File: src/rtl/cop_il_pkg.sv
package cop_il_pkg;
   typedef enum logic [2:0] {
      OP_NOP  = 3'd0,
      OP_CFG  = 3'd1,
      OP_PUT  = 3'd2,
      OP_GET  = 3'd3,
      OP_RUN  = 3'd4,
      OP_SAVE = 3'd5,
      OP_LOAD = 3'd6,
      OP_RSV  = 3'd7
   } cop_op_e;
endpackage

File: src/rtl/cop_il_decode.sv
module cop_il_decode
   import cop_il_pkg::*;
(
   input  logic       issue_i,
   input  logic [2:0] op_i,
   input  logic       ilk_i,
   input  logic       busy_i,
   output logic       stall_o,
   output logic       go_cfg_o,
   output logic       go_put_o,
   output logic       go_get_o,
   output logic       go_run_o,
   output logic       go_save_o,
   output logic       go_load_o
);
   cop_op_e op;
   logic    must_wait;
   logic    go;

   always_comb begin
      op        = cop_op_e'(op_i);
      must_wait = ilk_i || (op == OP_RUN);
      stall_o   = issue_i && busy_i && must_wait;
      go        = issue_i && !stall_o;
      go_cfg_o  = go && (op == OP_CFG);
      go_put_o  = go && (op == OP_PUT);
      go_get_o  = go && (op == OP_GET);
      go_run_o  = go && (op == OP_RUN);
      go_save_o = go && (op == OP_SAVE);
      go_load_o = go && (op == OP_LOAD);
   end
endmodule

File: src/rtl/cop_il_counter.sv
module cop_il_counter #(
   parameter int CW = 16
) (
   input  logic          clk_i,
   input  logic          rst_ni,
   input  logic          ld_run_i,
   input  logic [CW-1:0] run_len_i,
   input  logic          ld_ctx_i,
   input  logic [CW:0]   ctx_i,
   output logic [CW-1:0] cnt_o,
   output logic          done_o,
   output logic          busy_o
);
   logic [CW-1:0] cnt_q;
   logic          done_q;
   logic          at_one;

   assign busy_o = (cnt_q != '0);
   assign at_one = (cnt_q == CW'(1));
   assign cnt_o  = cnt_q;
   assign done_o = done_q;

   always_ff @(posedge clk_i) begin
      if (!rst_ni) begin
         cnt_q  <= '0;
         done_q <= 1'b0;
      end else if (ld_run_i) begin
         cnt_q  <= run_len_i;
         done_q <= (run_len_i == '0);
      end else if (ld_ctx_i) begin
         cnt_q  <= ctx_i[CW-1:0];
         done_q <= ctx_i[CW];
      end else if (busy_o) begin
         cnt_q  <= cnt_q - CW'(1);
         if (at_one) done_q <= 1'b1;
      end
   end
endmodule

File: src/rtl/cop_il_readback.sv
module cop_il_readback #(
   parameter int DW     = 32,
   parameter int CW     = 16,
   parameter bit RD_REG = 1'b1
) (
   input  logic          clk_i,
   input  logic          rst_ni,
   input  logic          get_i,
   input  logic          save_i,
   input  logic [DW-1:0] arr_rdata_i,
   input  logic [CW-1:0] cnt_i,
   input  logic          done_i,
   output logic          rd_valid_o,
   output logic [DW-1:0] rd_data_o
);
   logic [DW-1:0] snap;
   logic [DW-1:0] sel;
   logic          sel_v;

   always_comb begin
      snap         = '0;
      snap[CW-1:0] = cnt_i;
      snap[CW]     = done_i;
      sel          = get_i ? arr_rdata_i : snap;
      sel_v        = get_i || save_i;
   end

   if (RD_REG) begin : g_reg
      always_ff @(posedge clk_i) begin
         if (!rst_ni) begin
            rd_valid_o <= 1'b0;
            rd_data_o  <= '0;
         end else begin
            rd_valid_o <= sel_v;
            if (sel_v) rd_data_o <= sel;
         end
      end
   end else begin : g_comb
      assign rd_valid_o = sel_v;
      assign rd_data_o  = sel_v ? sel : '0;
   end
endmodule

File: src/rtl/cop_interlock.sv
module cop_interlock #(
   parameter int DW     = 32,
   parameter int CW     = 16,
   parameter int CFG_W  = 4,
   parameter bit RD_REG = 1'b1
) (
   input  logic             clk_i,
   input  logic             rst_ni,
   input  logic             issue_i,
   input  logic [2:0]       op_i,
   input  logic             ilk_i,
   input  logic [CW-1:0]    imm_i,
   input  logic [DW-1:0]    wdata_i,
   output logic             stall_o,
   output logic [CW-1:0]    cnt_o,
   output logic             done_o,
   output logic             busy_o,
   output logic             cfg_req_o,
   output logic [CFG_W-1:0] cfg_id_o,
   output logic             arr_wr_o,
   output logic [DW-1:0]    arr_wdata_o,
   output logic             arr_rd_o,
   input  logic [DW-1:0]    arr_rdata_i,
   output logic             rd_valid_o,
   output logic [DW-1:0]    rd_data_o
);
   localparam int CTX_W = CW + 1;

   if (DW < CTX_W) begin : g_bad_dw
      $error("DW must hold the counter plus the done bit");
   end
   if (CFG_W > CW || CFG_W < 1) begin : g_bad_cfg
      $error("CFG_W must lie in 1..CW");
   end

   logic go_cfg, go_put, go_get, go_run, go_save, go_load;

   cop_il_decode u_dec (
      .issue_i   (issue_i),
      .op_i      (op_i),
      .ilk_i     (ilk_i),
      .busy_i    (busy_o),
      .stall_o   (stall_o),
      .go_cfg_o  (go_cfg),
      .go_put_o  (go_put),
      .go_get_o  (go_get),
      .go_run_o  (go_run),
      .go_save_o (go_save),
      .go_load_o (go_load)
   );

   cop_il_counter #(.CW(CW)) u_cnt (
      .clk_i     (clk_i),
      .rst_ni    (rst_ni),
      .ld_run_i  (go_run),
      .run_len_i (imm_i),
      .ld_ctx_i  (go_load),
      .ctx_i     (wdata_i[CTX_W-1:0]),
      .cnt_o     (cnt_o),
      .done_o    (done_o),
      .busy_o    (busy_o)
   );

   cop_il_readback #(.DW(DW), .CW(CW), .RD_REG(RD_REG)) u_rb (
      .clk_i       (clk_i),
      .rst_ni      (rst_ni),
      .get_i       (go_get),
      .save_i      (go_save),
      .arr_rdata_i (arr_rdata_i),
      .cnt_i       (cnt_o),
      .done_i      (done_o),
      .rd_valid_o  (rd_valid_o),
      .rd_data_o   (rd_data_o)
   );

   assign cfg_req_o   = go_cfg;
   assign cfg_id_o    = imm_i[CFG_W-1:0];
   assign arr_wr_o    = go_put;
   assign arr_wdata_o = wdata_i;
   assign arr_rd_o    = go_get;
endmodule

File: config.mk
export PLATFORM = sky130hd
export DESIGN_NAME = cop_interlock
export DESIGN_NICKNAME = d
export VERILOG_FILES = /design/src/rtl/cop_il_pkg.sv /design/src/rtl/cop_il_decode.sv /design/src/rtl/cop_il_counter.sv /design/src/rtl/cop_il_readback.sv /design/src/rtl/cop_interlock.sv
export SDC_FILE = /design/constraint.sdc
export NUM_CORES = 1
export LEC_CHECK = 0
export BUFFER_PORTS_ARGS = -buffer_cell sky130_fd_sc_hd__buf_2
export CAP_MARGIN = 10
export CORE_MARGIN = 2
export CORE_UTILIZATION = 48
export CTS_CLUSTER_DIAMETER = 120
export CTS_CLUSTER_SIZE = 28
export DETAILED_ROUTE_END_ITERATION = 6
export MAX_ROUTING_LAYER = met4
export PLACE_DENSITY = 0.91
export SYNTH_ARGS = -nofsm -noshare
export SYNTH_HDL_FRONTEND = slang
export SYNTH_SLANG_ARGS = --single-unit
export TNS_END_PERCENT = 50
File: constraint.sdc
create_clock -name clk_i -period 6.15 [get_ports clk_i]
set_input_delay 0.3075 -clock clk_i [delete_from_list [all_inputs] [get_ports clk_i]]
set_output_delay 0.3075 -clock clk_i [all_outputs]
set_load 0.02 [all_outputs]
==> results of run 1 <==
worst paths after layout:
kind	startpoint	endpoint	depth (start not counted)
min reg2reg	u_rb.rd_data_o[23]	u_rb.rd_data_o[23]	1
max reg2reg	u_cnt.cnt_o[8]	u_rb.rd_data_o[2]	5
max	u_cnt.cnt_o[8]	arr_rd_o	6
min	arr_rdata_i[29]	u_rb.rd_data_o[29]	2
layout make-up:
class                           instances  share of cell area (%)
Multi-Input combinational cell        225                   45.23
Sequential cell                        50                   27.77
Timing Repair Buffer                  149                   20.83
Tap cell                               75                   2.603
Clock buffer                            6                   2.013
Clock inverter                          2                   1.041
Inverter                                5                  0.5207
layer usage:
metal / track usage, % / wire length [µm] / share of wire, %
met5: - / 0 / 0
met4: 8.048 / 171 / 2.0
met3: 3.976 / 611 / 7.1
met2: 41.28 / 4156 / 48
met1: 31.83 / 3722 / 43
synthesized netlist by cell type (2+ instances only):
master and number:
nor2_1 31, clkbuf_1 14, nor2b_1 2, a211oi_1 2, or4_1 2, nor4_1 5
xnor2_1 6, nand2_1 13, ha_1 3, a41oi_1 13, nand2b_1 5, nand4_1 5
dfxtp_1 50, nand3_1 7, xor2_1 7, nor4_2 2, nor4_4 2, a221o_1 12
o31ai_1 2, a21oi_1 2, nor3b_1 4, buf_2 8, o21ai_0 4, a311oi_1 4
buf_4 37, inv_1 5, o221a_1 12, nor3_1 23, a22o_1 15, and3_1 2
and4b_1 2, and2_1 16
worst reg2reg max path: cells and delay by family (launching register included):
kind             cells  cell delay [ps]
AO/OA/AOI/OAI        2             1280
flip-flops           1              370
AND/OR/NAND/NOR      3             1470
state kept, by name (all words and copies together) (netlist names):
| name | cells |
|---|---|
| u_cnt.cnt_o | 16 |
| u_cnt.done_o | 1 |
| u_rb.rd_data_o | 32 |
| u_rb.rd_valid_o | 1 |
power by group:
group / internal [µW] / total (µW) / switching (µW)
clock: 122 / 234 / 112
combinational: 255 / 644 / 390
sequential: 377 / 462 / 84.9
total: 753 / 1340 / 587
through the flow:
stage                     hold slack (ps)  worst slack, ps  util [%]
after global routing                212.8             2275     60.17
final                               216.4             2554     60.17
after global placement              451.3             3012     58.10
after detailed placement            454.4             2952     58.10
after CTS                           210.6             2629     59.94
after floorplan                     430.1             3801         -
cells by family (layout without fill, tap and decap cells):
family          Yosys count  in the layout
compound gates           82             82
xor+xnor                 13             13
fa+ha+maj                 3              3
buf+inv                  65            162
flops                    50             50
simple gates            127            127
==> results.sh, run 1 <==
export IMPL_path_cells="nor3_1 -> nand2_2 -> o21ai_2 -> nand2b_1 -> inv_1 -> buf_2"
export IMPL_antenna_found_initial=0
export IMPL_ys_seq_elements=50
export IMPL_yosysTopAreaCell="dfxtp_1"
export IMPL_crit_path_top_delay_cell="o21ai_2"
export IMPL_regArea_um2=1001
export IMPL_drc=0
export IMPL_cp_num_buf_inv=2
export IMPL_diodes=0
export IMPL_cp_start_kind="flip-flop"
export IMPL_port_buffers=147
export IMPL_clk_pin_slew_ps=100
export IMPL_hold_buffers=0
export IMPL_synthSimpleGateAreaFrac_pct=23.61
export IMPL_async_reset_ff_share_pct=0
export IMPL_clock_sinks=50
export IMPL_postPlaceCellArea_um2=3481
export IMPL_cts_inserted_buffers=5
export IMPL_fin_skew_ps=7.034
export IMPL_power_leakage_uw=0.001630
export IMPL_via_per_inst=5.963
export IMPL_ir_drop_v=0.0002522
export IMPL_synth_top_area_share_pct=33.09
export IMPL_ys_flop_type="dfxtp_1"
export IMPL_crit_path_max_fanout=24
export IMPL_nets=526
export IMPL_max_freq_mhz=278.1
export IMPL_avgSynthCellArea_um2=8.898
export IMPL_crit_arrival_ps=3290
export IMPL_cts_max_path_buffers=2
export IMPL_place_gp_congestion=0.9267
export IMPL_finalSetupTns_ps=0
export IMPL_grt_overflow=0
export IMPL_synth_area_top_cells="dfxtp_1 (33%), buf_4 (9.2%), o221a_1 (4.5%)"
export IMPL_ys_seq_area_share_pct=33.09
export IMPL_fillers=532
export IMPL_synthesis_instances=340
export IMPL_multi_input_area_um2=1630
export IMPL_dp_hpwl_mm=6.568
export IMPL_synth_xor_area_share_pct=3.763
export IMPL_rsz0062_at_grt="false"
export IMPL_wl_per_cell_um=16.92
export IMPL_power_density_nw_per_um2=371.7
export IMPL_ant_nets=0
export IMPL_row_count=28
export IMPL_fp_coreArea_um2=5991
export IMPL_cts_setup_buffers=0
export IMPL_mostFrequentLayoutCell="buf_2"
export IMPL_final_cells=512
export IMPL_die_x_um=83.39
export IMPL_num_vias=3053
export IMPL_syn_to_final_growth_pct=19.15
export IMPL_ios=178
export IMPL_slew_headroom_pct=35.57
export IMPL_tightestPinTransition_ps=966.5
export IMPL_synthMuxAreaShare_pct=0
export IMPL_cp_slowest_stage_delay_ps=810
export IMPL_cp_end_kind="output pin"
export IMPL_grt_max_degree=38
export IMPL_p_total_uw=1340
export IMPL_dp_cells=503
export IMPL_start_util_pct=50.50
export IMPL_synth_edf_count=0
export IMPL_synthDistinctLibCells=55
export IMPL_dieArea_um2=6954
export IMPL_ctsResizeCount=0
export IMPL_synth_nets=430
export IMPL_cts_tree="built"
export IMPL_yosysWarningCount=0
export IMPL_setup_viol=0
export IMPL_grt_pass1_wl_mm=14.17
export IMPL_synth_compound_area_share_pct=25.06
export IMPL_drive_gt1_share_pct=38.44
export IMPL_required_ps=5840
export IMPL_grt_usage_pct=25.18
export IMPL_clkLatencyLatePin_ps=300
export IMPL_stdcell_area_um2=3605
export IMPL_root_buffer="clkbuf_8"
export IMPL_grt_pass1_vias=2925
export IMPL_run_status="complete, no violations"
export IMPL_h_tree_depth=2
export IMPL_critPathKind="flip-flop to output pin"
export IMPL_firstDrtPassIters=5
export IMPL_synth_top_family_by_area="compound AO/OA/AOI/OAI gates"
export IMPL_drv_cap=0
export IMPL_die_h_um=83.39
export IMPL_path_delay_family="simple AND/OR/NAND/NOR gates"
export IMPL_drv_slew=0
export IMPL_routed_wl_mm=8.661
export IMPL_synthAdderAreaFrac_pct=1.241
export IMPL_syn_cell_area_um2=3025
export IMPL_hold_path_class="input pin to flip-flop"
export IMPL_fin_crit_ps=3596
export IMPL_hold_violations=0
export IMPL_mostFrequentLayoutCells="buf_2 (147), dfxtp_1 (50), nor2_1 (31)"
export IMPL_post_route_period_util_pct=58.47
export IMPL_drt_first_iter_violations=213
export IMPL_reg2reg_slack_ps=2920
(Power assumes the default switching activity.)
==> run 2: changes to the inputs <==
--- a/config.mk
+++ b/config.mk
@@ -8,12 +8,12 @@
 export BUFFER_PORTS_ARGS = -buffer_cell sky130_fd_sc_hd__buf_2
 export CAP_MARGIN = 10
 export CORE_MARGIN = 2
-export CORE_UTILIZATION = 48
+export CORE_UTILIZATION = 44
 export CTS_CLUSTER_DIAMETER = 120
 export CTS_CLUSTER_SIZE = 28
 export DETAILED_ROUTE_END_ITERATION = 6
 export MAX_ROUTING_LAYER = met4
-export PLACE_DENSITY = 0.91
+export PLACE_DENSITY = 0.85
 export SYNTH_ARGS = -nofsm -noshare
 export SYNTH_HDL_FRONTEND = slang
 export SYNTH_SLANG_ARGS = --single-unit
==> constraint.sdc (replaced) <==
create_clock -name clk_i -period 3.6 [get_ports clk_i]
set_input_delay 0.18 -clock clk_i [delete_from_list [all_inputs] [get_ports clk_i]]
set_output_delay 0.18 -clock clk_i [all_outputs]
set_load 0.02 [all_outputs]
==> run 2 against run 1 <==
First-iteration DRC count is 4.7% lower; sequential cell count unchanged; core utilization decreased by 6.2 points; power increased by 72%; via count increased by 0.66%.
==> results.sh, run 2 (synthesis gave the netlist of run 1 again) <==
export IMPL_mostFrequentLayoutCells="buf_2 (147), dfxtp_1 (50), nor2_1 (31)"
export IMPL_drt_first_iter_violations=203
export IMPL_grt_usage_pct=22.85
export IMPL_hold_violations=0
export IMPL_drv_slew=0
export IMPL_ios=178
export IMPL_rsz0062_at_grt="false"
export IMPL_slew_headroom_pct=45.52
export IMPL_routed_wl_mm=8.924
export IMPL_cts_max_path_buffers=2
export IMPL_syn_to_final_growth_pct=19.77
export IMPL_grt_pass1_wl_mm=13.25
export IMPL_h_tree_depth=2
export IMPL_ff2ff_path_depth=7
export IMPL_max_freq_mhz=351.7
export IMPL_finalSetupTns_ps=0
export IMPL_reg2reg_slack_ps=1060
export IMPL_ir_drop_v=0.0003102
export IMPL_post_route_period_util_pct=78.98
export IMPL_fin_skew_ps=13.45
export IMPL_drv_cap=0
export IMPL_firstDrtPassIters=5
export IMPL_cp_end_kind="output pin"
export IMPL_row_count=30
export IMPL_root_buffer="clkbuf_8"
export IMPL_diodes=0
export IMPL_port_buffers=147
export IMPL_clock_sinks=50
export IMPL_dp_hpwl_mm=6.748
export IMPL_crit_arrival_ps=2660
export IMPL_hold_ws_ps=88.31
export IMPL_drive_gt1_share_pct=38.72
export IMPL_rr_startpoint="u_cnt.cnt_o[8]"
export IMPL_largest_reg_flops=32
export IMPL_grt_overflow=0
export IMPL_drc=0
export IMPL_dieArea_um2=7555
export IMPL_hold_path_class="input pin to flip-flop"
export IMPL_cts_setup_buffers=0
export IMPL_cp_start_kind="flip-flop"
export IMPL_cts_inserted_buffers=5
export IMPL_hp_start="arr_rdata_i[28]"
export IMPL_dr_wl_met2_mm=3.991
export IMPL_holdPathStages=2
export IMPL_ctsResizeCount=0
export IMPL_power_density_nw_per_um2=637.0
export IMPL_clkLatencyLatePin_ps=310
export IMPL_die_x_um=86.92
export IMPL_place_gp_congestion=0.9208
export IMPL_power_leakage_uw=0.001639
export IMPL_nets=528
export IMPL_ant_nets=0
export IMPL_clk_pin_slew_ps=100
export IMPL_r2r_end="u_rb.rd_data_o[31]"
export IMPL_critPathKind="flip-flop to output pin"
export IMPL_wirelength_met1_mm=3.910
export IMPL_crit_path_top_delay_cell="nor3_1"
export IMPL_cp_slowest_stage_delay_ps=570
export IMPL_fp_coreArea_um2=6719
export IMPL_start_util_pct=45.03
export IMPL_tightestPinTransition_ps=811.2
export IMPL_largest_register="u_rb.rd_data_o"
export IMPL_wl_per_cell_um=17.19
export IMPL_setup_viol=0
export IMPL_required_ps=3420
export IMPL_grt_pass1_vias=2733
export IMPL_top_layer="met4"
export IMPL_path_cells="nor3_1 -> nand2_2 -> o21ai_2 -> nand2b_1 -> inv_1 -> buf_2"
export IMPL_grt_max_degree=38
export IMPL_wl_met3_um=837
export IMPL_num_vias=3073
export IMPL_run_status="complete, no violations"
export IMPL_hold_buffers=0
export IMPL_mostFrequentLayoutCell="buf_2"
export IMPL_fin_crit_ps=2843
export IMPL_fillers=645
export IMPL_crit_path_max_fanout=18
export IMPL_antenna_found_initial=0
export IMPL_via_per_inst=5.921
export IMPL_hold_path_endpoint="u_rb.rd_data_o[28]"
export IMPL_cts_tree="built"
export IMPL_die_h_um=86.92
==> run 2: per-stage QoR <==
stage,worst slack [ps],instances,util (%),power [µW],area (µm²)
2_1_floorplan,1379,340,-,1615,3025
3_3_place_gp,1112,510,52.12,1877,3502
3_5_place_dp,922.3,510,52.12,1895,3502
4_1_cts,759.5,518,53.82,2301,3616
5_1_grt,523.2,519,53.93,2439,3623
6_report,756.7,519,53.93,2308,3623
==> run 2: where the power goes <==
| group | leakage [µW] | internal, µW | total (µW) | switching, µW |
|---|---|---|---|---|
| logic | 0.00118 | 440 | 1120 | 676 |
| registers | 0.000407 | 644 | 787 | 143 |
| clock network | 0.0000504 | 207 | 405 | 199 |
==> run 2: layer usage <==
| layer | up-vias | GRT usage [%] |
|---|---|---|
| met2 | 199 | 36.78 |
| met1 | 1407 | 28.95 |
| li1 | 1450 | - |
| met4 | 0 | 7.386 |
| met5 | - | - |
| met3 | 17 | 4.265 |
==> run 2: worst max path at each step <==
stage,startpoint,endpoint,cells past startpoint,slack (ps)
finish,u_cnt.cnt_o[8],arr_rd_o,6,760
detailed placement,u_cnt.cnt_o[0],u_rb.rd_data_o[29],7,920
CTS,u_cnt.cnt_o[11],arr_rd_o,6,760
global placement,u_cnt.cnt_o[11],u_rb.rd_data_o[30],6,1110
global route,u_cnt.cnt_o[11],arr_rd_o,6,520
floorplan,u_cnt.cnt_o[4],cfg_req_o,6,1380
==> run 2: worst max-delay path: cells and delay by family, from the launching register on <==
kind | cells | cell delay (ps)
buffers and inverters | 2 | 360
DFF | 1 | 380
AOI/OAI and AO/OA | 1 | 330
and+or+nand+nor | 3 | 1270
==> run 2: layout make-up <==
| type | count | area [µm²] | share of cell area, % |
|---|---|---|---|
| Timing Repair Buffer | 151 | 765.7 | 21.13 |
| Tap cell | 80 | 100.1 | 2.762 |
| Multi-Input combinational cell | 225 | 1624 | 44.82 |
| Inverter | 5 | 18.77 | 0.5180 |
| Clock inverter | 3 | 45.04 | 1.243 |
| Clock buffer | 5 | 68.82 | 1.899 |
| Sequential cell | 50 | 1001 | 27.62 |
==> run 3: changes to the inputs <==
==> constraint.sdc (replaced) <==
create_clock -name clk_i -period 2.9 [get_ports clk_i]
set_input_delay 0.145 -clock clk_i [delete_from_list [all_inputs] [get_ports clk_i]]
set_output_delay 0.145 -clock clk_i [all_outputs]
set_load 0.02 [all_outputs]
==> run 3 against run 2 <==
Power increased by 25%; via count decreased by 0.29%; core utilization increased by 0.17 points; critical path depth unchanged; critical path type unchanged; critical endpoint unchanged.
==> results.sh, run 3 (synthesis gave the netlist of run 1 again) <==
export IMPL_final_cells=521
export IMPL_clock_sinks=50
export IMPL_grt_pass1_wl_mm=13.73
export IMPL_cp_slowest_stage_delay_ps=520
export IMPL_setup_viol=0
export IMPL_dp_hpwl_mm=6.981
export IMPL_routed_wl_mm=9.101
export IMPL_cts_tree="built"
export IMPL_ios=178
export IMPL_run_status="complete, no violations"
export IMPL_ff2ff_path_depth=5
export IMPL_max_freq_mhz=372.5
export IMPL_power_density_nw_per_um2=793.7
export IMPL_drt_first_iter_violations=238
export IMPL_die_h_um=86.92
export IMPL_crit_path_max_fanout=18
export IMPL_rsz0062_at_grt="false"
export IMPL_crit_arrival_ps=2540
export IMPL_drive_gt1_share_pct=38.78
export IMPL_crit_cells=6
export IMPL_drc=0
export IMPL_clkLatencyLatePin_ps=310
export IMPL_required_ps=2760
export IMPL_hold_path_class="input pin to flip-flop"
export IMPL_h_tree_depth=2
export IMPL_ctsResizeCount=0
export IMPL_path_cells="nor4_4 -> nand2_2 -> o21ai_2 -> nand2b_1 -> inv_1 -> buf_2"
export IMPL_cts_inserted_buffers=5
export IMPL_holdPathStages=2
export IMPL_fp_coreArea_um2=6719
export IMPL_clk_pin_slew_ps=100
export IMPL_grt_pass1_vias=2772
export IMPL_path_delay_family="simple AND/OR/NAND/NOR gates"
export IMPL_antenna_found_initial=0
export IMPL_place_gp_congestion=0.9181
export IMPL_ir_drop_v=0.0003511
export IMPL_grt_usage_pct=23.48
export IMPL_fin_crit_ps=2684
export IMPL_cts_setup_buffers=0
export IMPL_start_util_pct=45.03
export IMPL_dieArea_um2=7555
export IMPL_crit_path_top_delay_cell="nor4_4"
export IMPL_num_vias=3064
export IMPL_fin_util_pct=54.10
export IMPL_fin_skew_ps=6.947
export IMPL_cts_max_path_buffers=2
export IMPL_largest_reg_flops=32
export IMPL_cp_start_kind="flip-flop"
export IMPL_firstDrtPassIters=4
export IMPL_mostFrequentLayoutCell="buf_2"
export IMPL_syn_to_final_growth_pct=20.14
export IMPL_diodes=0
export IMPL_drv_cap=0
export IMPL_wl_per_cell_um=17.47
export IMPL_die_x_um=86.92
export IMPL_row_count=30
export IMPL_hold_buffers=0
export IMPL_dp_cells=512
export IMPL_slew_headroom_pct=46.98
export IMPL_hold_violations=0
export IMPL_cp_end_kind="output pin"
export IMPL_p_total_uw=2885
export IMPL_root_buffer="clkbuf_8"
export IMPL_grt_overflow=0
export IMPL_ant_nets=0
export IMPL_critPathKind="flip-flop to output pin"
export IMPL_tightestPinTransition_ps=789.4
export IMPL_cp_num_buf_inv=2
export IMPL_via_per_inst=5.881
export IMPL_power_leakage_uw=0.001650
export IMPL_grt_max_degree=38
export IMPL_mostFrequentLayoutCells="buf_2 (147), dfxtp_1 (50), nor2_1 (31)"
export IMPL_largest_register="u_rb.rd_data_o"
export IMPL_nets=530
export IMPL_post_route_period_util_pct=92.57
export IMPL_drv_slew=0
export IMPL_finalSetupTns_ps=0
export IMPL_port_buffers=147
[run 3: cell types whose count changed in the layout (fill, tap and decap cells not counted), sizes merged]
cell      previous run  this run
buf                151       153
clkbuf               5         6
clkinvlp             2         1
[run 3: metrics by stage]
step	hold slack [ps]	setup slack, ps	cell area (µm²)
after floorplan	267.6	713.8	3025
after global placement	290.1	531.6	3517
after detailed placement	290.1	450.2	3517
after CTS	42.60	231.5	3627
after global routing	33.60	21.41	3635
final	44.24	215.6	3635
[run 3: final timing paths]
path	startpoint	endpoint	slack [ps]
worst max register to register	u_cnt.cnt_o[4]	u_rb.rd_data_o[5]	390
worst min-delay path	arr_rdata_i[28]	u_rb.rd_data_o[28]	40
worst max-delay path	u_cnt.cnt_o[4]	arr_rd_o	220
worst min register to register	u_rb.rd_data_o[28]	u_rb.rd_data_o[28]	480
[run 3: layout make-up]
class,instances,area (µm²)
clock buffer,6,72.57
clock inverter,2,37.54
fill,658,3084
inverter,5,18.77
multi-input combinational,225,1624
sequential,50,1001
tap,80,100.1
timing repair buffer,153,780.7
[run 3: layer usage]
layer / routed length (µm) / share of wire, % / global-route usage (%) / up-vias
met2: 4216 / 46 / 37.75 / 179
met5: 0 / 0 / - / -
met1: 3820 / 42 / 30.16 / 1426
met3: 950 / 10 / 5.308 / 11
met4: 114 / 1.3 / 5.256 / 0
li1: - / - / - / 1448
[run 3: power breakdown]
group / leakage [µW] / internal [µW] / switching (µW)
sequential: 0.000407 / 799 / 174
clock: 0.0000514 / 258 / 240
combinational: 0.00119 / 561 / 852
